$ cat src/rtl/irq_pkg.sv
package irq_pkg;

  // How a write to the mask offset combines with the held mask.
  typedef enum logic {
    MASK_LOAD   = 1'b0,
    MASK_TOGGLE = 1'b1
  } mask_mode_e;

endpackage

$ cat src/rtl/irq_pend_bank.sv
module irq_pend_bank #(
  parameter int NUM_SRC = 16
) (
  input  logic               clk,
  input  logic               rst_n,
  input  logic [NUM_SRC-1:0] src_i,
  input  logic [NUM_SRC-1:0] clr_i,
  output logic [NUM_SRC-1:0] stat_o
);

  logic [NUM_SRC-1:0] stat_q;

  // Per-bit latch: set dominates clear so a fresh request survives an ack.
  for (genvar b = 0; b < NUM_SRC; b++) begin : g_bit
    always_ff @(posedge clk or negedge rst_n) begin
      if (!rst_n)
        stat_q[b] <= 1'b0;
      else if (src_i[b])
        stat_q[b] <= 1'b1;
      else if (clr_i[b])
        stat_q[b] <= 1'b0;
    end
  end

  assign stat_o = stat_q;

  // a set bit that was not cleared stays set
  a_r2_sticky: assert property (@(posedge clk) disable iff (!rst_n)
    1'b1 |=> ((stat_q & ($past(stat_q) & ~$past(clr_i))) == ($past(stat_q) & ~$past(clr_i))));

  // any source seen high is pending on the next cycle
  a_r4_set_wins: assert property (@(posedge clk) disable iff (!rst_n)
    1'b1 |=> ((stat_q & $past(src_i)) == $past(src_i)));

  // a cleared bit with no concurrent source goes low
  a_r3_clear: assert property (@(posedge clk) disable iff (!rst_n)
    1'b1 |=> ((stat_q & $past(clr_i) & ~$past(src_i)) == '0));

endmodule

$ cat src/rtl/irq_mask_reg.sv
module irq_mask_reg
  import irq_pkg::*;
#(
  parameter int         NUM_SRC   = 16,
  parameter mask_mode_e MASK_MODE = MASK_LOAD
) (
  input  logic               clk,
  input  logic               rst_n,
  input  logic               wr_en,
  input  logic [NUM_SRC-1:0] wdata,
  output logic [NUM_SRC-1:0] mask_o
);

  logic [NUM_SRC-1:0] mask_q;
  logic [NUM_SRC-1:0] mask_nxt;

  if (MASK_MODE == MASK_TOGGLE) begin : g_toggle
    assign mask_nxt = mask_q ^ wdata;

    // toggle write flips the written-one bits
    a_r9_mask_toggle: assert property (@(posedge clk) disable iff (!rst_n)
      wr_en |=> (mask_q == ($past(mask_q) ^ $past(wdata))));
  end else begin : g_load
    assign mask_nxt = wdata;

    // load write replaces the mask
    a_r8_mask_load: assert property (@(posedge clk) disable iff (!rst_n)
      wr_en |=> (mask_q == $past(wdata)));
  end

  always_ff @(posedge clk or negedge rst_n) begin
    if (!rst_n)
      mask_q <= '0;
    else if (wr_en)
      mask_q <= mask_nxt;
  end

  assign mask_o = mask_q;

  // without a mask write the mask holds
  a_r10_mask_hold: assert property (@(posedge clk) disable iff (!rst_n)
    !wr_en |=> $stable(mask_q));

endmodule

$ cat src/rtl/irq_read_mux.sv
module irq_read_mux #(
  parameter int                NUM_SRC  = 16,
  parameter int                ADDR_W   = 8,
  parameter int                DATA_W   = 32,
  parameter logic [ADDR_W-1:0] STAT_OFS = 'h00,
  parameter logic [ADDR_W-1:0] MASK_OFS = 'h10
) (
  input  logic [ADDR_W-1:0]  addr_i,
  input  logic [NUM_SRC-1:0] stat_i,
  input  logic [NUM_SRC-1:0] mask_i,
  output logic [DATA_W-1:0]  rdata_o
);

  localparam int PAD_W = DATA_W - NUM_SRC;

  always_comb begin
    rdata_o = '0;
    if (addr_i == STAT_OFS)
      rdata_o = {{PAD_W{1'b0}}, stat_i};
    else if (addr_i == MASK_OFS)
      rdata_o = {{PAD_W{1'b0}}, mask_i};
  end

endmodule

$ cat src/rtl/irq_latch_ctrl.sv
module irq_latch_ctrl
  import irq_pkg::*;
#(
  parameter int                NUM_SRC   = 16,
  parameter int                ADDR_W    = 8,
  parameter int                DATA_W    = 32,
  parameter logic [ADDR_W-1:0] STAT_OFS  = 'h00,
  parameter logic [ADDR_W-1:0] MASK_OFS  = 'h10,
  parameter mask_mode_e        MASK_MODE = MASK_LOAD
) (
  input  logic               clk,
  input  logic               rst_n,
  input  logic               reg_wr,
  input  logic [ADDR_W-1:0]  reg_addr,
  input  logic [DATA_W-1:0]  reg_wdata,
  output logic [DATA_W-1:0]  reg_rdata,
  input  logic [NUM_SRC-1:0] irq_src,
  output logic               cpu_irq
);

  logic               stat_wr;
  logic               mask_wr;
  logic [NUM_SRC-1:0] clr_vec;
  logic [NUM_SRC-1:0] stat;
  logic [NUM_SRC-1:0] mask;
  logic               irq_q;

  assign stat_wr = reg_wr && (reg_addr == STAT_OFS);
  assign mask_wr = reg_wr && (reg_addr == MASK_OFS);
  assign clr_vec = stat_wr ? reg_wdata[NUM_SRC-1:0] : '0;

  irq_pend_bank #(.NUM_SRC(NUM_SRC)) u_pend (
    .clk    (clk),
    .rst_n  (rst_n),
    .src_i  (irq_src),
    .clr_i  (clr_vec),
    .stat_o (stat)
  );

  irq_mask_reg #(.NUM_SRC(NUM_SRC), .MASK_MODE(MASK_MODE)) u_mask (
    .clk    (clk),
    .rst_n  (rst_n),
    .wr_en  (mask_wr),
    .wdata  (reg_wdata[NUM_SRC-1:0]),
    .mask_o (mask)
  );

  irq_read_mux #(
    .NUM_SRC  (NUM_SRC),
    .ADDR_W   (ADDR_W),
    .DATA_W   (DATA_W),
    .STAT_OFS (STAT_OFS),
    .MASK_OFS (MASK_OFS)
  ) u_rd (
    .addr_i  (reg_addr),
    .stat_i  (stat),
    .mask_i  (mask),
    .rdata_o (reg_rdata)
  );

  always_ff @(posedge clk or negedge rst_n) begin
    if (!rst_n)
      irq_q <= 1'b0;
    else
      irq_q <= |(stat & mask);
  end

  assign cpu_irq = irq_q;

  // combined line follows masked pending state one edge later
  a_r6_irq_follow: assert property (@(posedge clk) disable iff (!rst_n)
    1'b1 |=> (cpu_irq == |($past(stat) & $past(mask))));

  // no pending bits means the line drops on the next edge
  a_r1_quiet: assert property (@(posedge clk) disable iff (!rst_n)
    (stat == '0) |=> !cpu_irq);

endmodule

$ cat config.mk
export PLATFORM = sky130hd
export DESIGN_NAME = irq_latch_ctrl
export DESIGN_NICKNAME = d
export VERILOG_FILES = /design/src/rtl/irq_pkg.sv /design/src/rtl/irq_pend_bank.sv /design/src/rtl/irq_mask_reg.sv /design/src/rtl/irq_read_mux.sv /design/src/rtl/irq_latch_ctrl.sv
export SDC_FILE = /design/constraint.sdc
export NUM_CORES = 1
export LEC_CHECK = 0
export ABC_AREA = 0
export BUFFER_PORTS_ARGS = -buffer_cell sky130_fd_sc_hd__buf_4
export CAP_MARGIN = 30
export CORE_MARGIN = 2
export CORE_UTILIZATION = 40
export DETAILED_ROUTE_END_ITERATION = 6
export PLACE_DENSITY = 0.81
export SYNTH_ARGS = -nofsm -noshare
export SYNTH_HDL_FRONTEND = slang
export SYNTH_SLANG_ARGS = --single-unit
$ cat constraint.sdc
create_clock -name clk -period 1.9 [get_ports clk]
set_input_delay 0.38 -clock clk [delete_from_list [all_inputs] [get_ports clk]]
set_output_delay 0.38 -clock clk [all_outputs]
set_load 0.02 [all_outputs]
==> reports/qor.csv <==
stage,metric,value,unit
run_status,status,finished with violations,
run_status,failing checks,negative setup slack,
setup_path,worst r2r path cells,3,
yosys,top_reg_cell synth,dfrtp_1,
die,die area,4870,um^2
setup_path,critical path startpoint category,input pin,
timing,Final Setup Violations,14,
yosys,Synth cell types,19,
grt,vias in the first global route,1384,
finish,layout cells sized above 1,51.2,%
clock_network,H-tree depth,2,
drt,Vias,1337,
power_and_ir_drop,Pwr Density,594,nW/um^2
flow_run,Max-cap violations,0,
die,starting density of the core,42.4,%
setup_path,Critical Path Sink Type,output port,
drt,DRT Pass-1 Iters,4,
timing,"Hold Vio Cnt, Final",0,
placed_design,Placer Congestion,0.794,
timing,f_max,515,MHz
clock_network,CTS root buffer,clkbuf_8,
finish,area taken by multi-input logic gates,885,um^2
power_and_ir_drop,Comb pwr share,15.2,%
finish,fin util,61.3,%
timing,Final Critical Period,1.94,ns
timing,fin worst setup slack,-0.0412,ns
power_and_ir_drop,Flop pwr share,50.1,%
setup_path,RR Endpoint,cpu_irq$_DFF_PN0_,
placed_design,detailed placer's ending HPWL,2980,um
grt,GRT Util Overall,17.6,%
setup_path,flop2flop setup slack,0.63,ns
grt,grt total ovfl,0,
drt,number of DRC markers in iteration 0,69,
drt,# DRC,0,
drt,Vias per Instance,5.24,
drt,"antenna viol nets, final",0,
placed_design,Placed Area,2300,um^2
power_and_ir_drop,Pwr Total,1.49,mW
setup_path,Worst Path Arrival,1.56,ns
setup_path,"Req. time, crit path",1.52,ns
drt,WL/cell,16.7,um
die,Chip Width,69.8,um
grt,largest net degree at the start of global routing,34,
finish,fill count,335,
power_and_ir_drop,clock power share,34.7,%
die,FP Rows,23,
timing,clock skew,0.00114,ns
timing,final period utilization,102,%
die,core area,4090,um^2
yosys,area share of the largest cell type after synthesis,47.7,%
power_and_ir_drop,switch share,24.2,%
die,Top Ports,92,
grt,initial antenna violation count,0,
finish,Area Growth Syn to Fin,44.5,%
yosys,yosys warns,0,
yosys,synthesized area,1730,um^2
finish,fin area,2500,um^2
yosys,async set-reset flop share out of synthesis,100,%
finish,# diodes,0,
timing,RSZ-0062 raised after global routing,true,
finish,Total Nets Final,264,
setup_path,worst-path fanout max,8,
clock_network,TritonCTS clock tree,built,
yosys,synthesized flop and latch total,33,
power_and_ir_drop,Psw,0.360,mW
worst_hold_path,min-delay worst type,input pin to async pin,
setup_path,reg2reg start,u_pend.stat_o[13]$_DFFE_PN0P_,
drt,WL final,4270,um
finish,Storage cell area,826,um^2
power_and_ir_drop,peak supply drop,412,uV
clock_network,clk slew on worst S/H paths,0.06,ns
setup_path,Crit Path Class,input pin to output port,
timing,Final Max Tran Viols,0,
yosys,leading area contributor after synthesis,dfrtp_1,
yosys,sequential area share after synthesis,47.7,%
yosys,Syn Inst Count,138,
grt,first-pass GRT wire length,6840,um
yosys,Synth area leaders,"dfrtp_1 (48%), a22o_1 (10%), mux2_4 (8.7%)",
placed_design,I/O Buffers,59,
power_and_ir_drop,Cell Int Power,1.13,mW
die,Die Y-Extent,69.8,um
power_and_ir_drop,P_leak,1.19,nW
clock_network,Sink Count,33,
clock_network,hold buffers post-CTS,0,
clock_network,clk_lat worst skew,0.27,ns
yosys,Post-synth EDFFs,0,
clock_network,Clock Path Buffers,2,
yosys,"Avg Cell Area, Syn",12.6,um^2
clock_network,clock buffer count from CTS,5,
[worst max path at each step]
stage | startpoint | to | slack (ns) | cells after the start
3_3_place_gp | reg_addr[0] | reg_rdata[2] | -0.06 | 6
3_5_place_dp | reg_addr[0] | reg_rdata[2] | -0.08 | 6
5_1_grt | reg_addr[0] | reg_rdata[15] | -0.10 | 6
2_1_floorplan | reg_addr[0] | reg_rdata[10] | -0.01 | 5
6_report | reg_addr[0] | reg_rdata[15] | -0.04 | 6
4_1_cts | reg_addr[3] | reg_rdata[15] | -0.03 | 6
[power by group through the flow]
stage | clock, mW | sequential [mW] | combinational (mW)
2_1_floorplan | 0 | 0.765 | 0.114
3_3_place_gp | 0 | 0.756 | 0.218
3_5_place_dp | 0 | 0.758 | 0.221
4_1_cts | 0.533 | 0.745 | 0.224
5_1_grt | 0.568 | 0.747 | 0.242
6_report | 0.517 | 0.745 | 0.225
[cells in the final DEF (no fill, tap or decap), drive strengths merged]
master and count:
nor4 1, a22o 20, nand4 17, nor3b 1, a221oi 4, conb 16, nand4b 1, clkbuf 8
mux2 16, a21o 16, nor2 2, and3 1, buf 68, and4b 1, dfrtp 33
[critical path: stages]
cell and delay [ns]:
buf_6 0.09, nor4_4 0.30, and4b_2 0.35, buf_12 0.15, a22o_1 0.16, buf_6 0.12
[per-layer routing]
layer / vias to the layer above / track usage (%) / part of all wire, %
li1: 639 / - / -
met1: 656 / 22.1 / 42
met2: 40 / 29.9 / 51
met3: 2 / 5.23 / 6.2
met4: 0 / 3.85 / 0.33
met5: - / 0 / 0
[final cells by class]
class | instances | share of cell area [%]
repair buffers | 69 | 25.7
flip-flops and latches | 33 | 33.0
well taps | 50 | 2.50
multi-input cells | 96 | 35.3
clock buffers | 7 | 3.45
[cells in the mapped netlist (2+ instances only)]
master and number:
dfrtp_1 33, a22o_1 20, buf_4 18, nand4_1 17
a21o_1 16, mux2_4 10, mux2_2 6, a221oi_1 4
clkbuf_1 3, nor2_1 2
[logic make-up (layout without fill, tap and decap cells)]
kind of cell | after synthesis | after routing | synth area share (%)
AOI/OAI and AO/OA | 40 | 40 | 19.1
and+or+nand+nor | 24 | 24 | 10.8
other | 1 | 16 | 0.216
buffers and inverters | 24 | 76 | 9.67
muxes | 16 | 16 | 12.6
DFF | 33 | 33 | 47.7
[flip-flops by register name, indices dropped and copies added (netlist names)]
name and count:
u_mask.mask_o 16, cpu_irq 1, u_pend.stat_o 16
[per-stage QoR]
step                      TNS (ns)  setup slack, ns  cells  hold slack, ns
after floorplan             -0.118          -0.0118    153          0.0844
after global placement      -0.528          -0.0646    245           0.343
after detailed placement    -0.801          -0.0830    245           0.348
after CTS                   -0.110          -0.0337    253          0.0521
after global routing         -1.24           -0.104    255          0.0703
final                       -0.265          -0.0412    255          0.0408
[repair_timing]
action | CTS | global route
resized for setup | 6 | 14
endpoints found under the setup margin | 16 | 16
setup buffers | 1 | 1
cloned | 0 | 1
pin swaps | 2 | 5
Power figures use the tool's default switching activity.
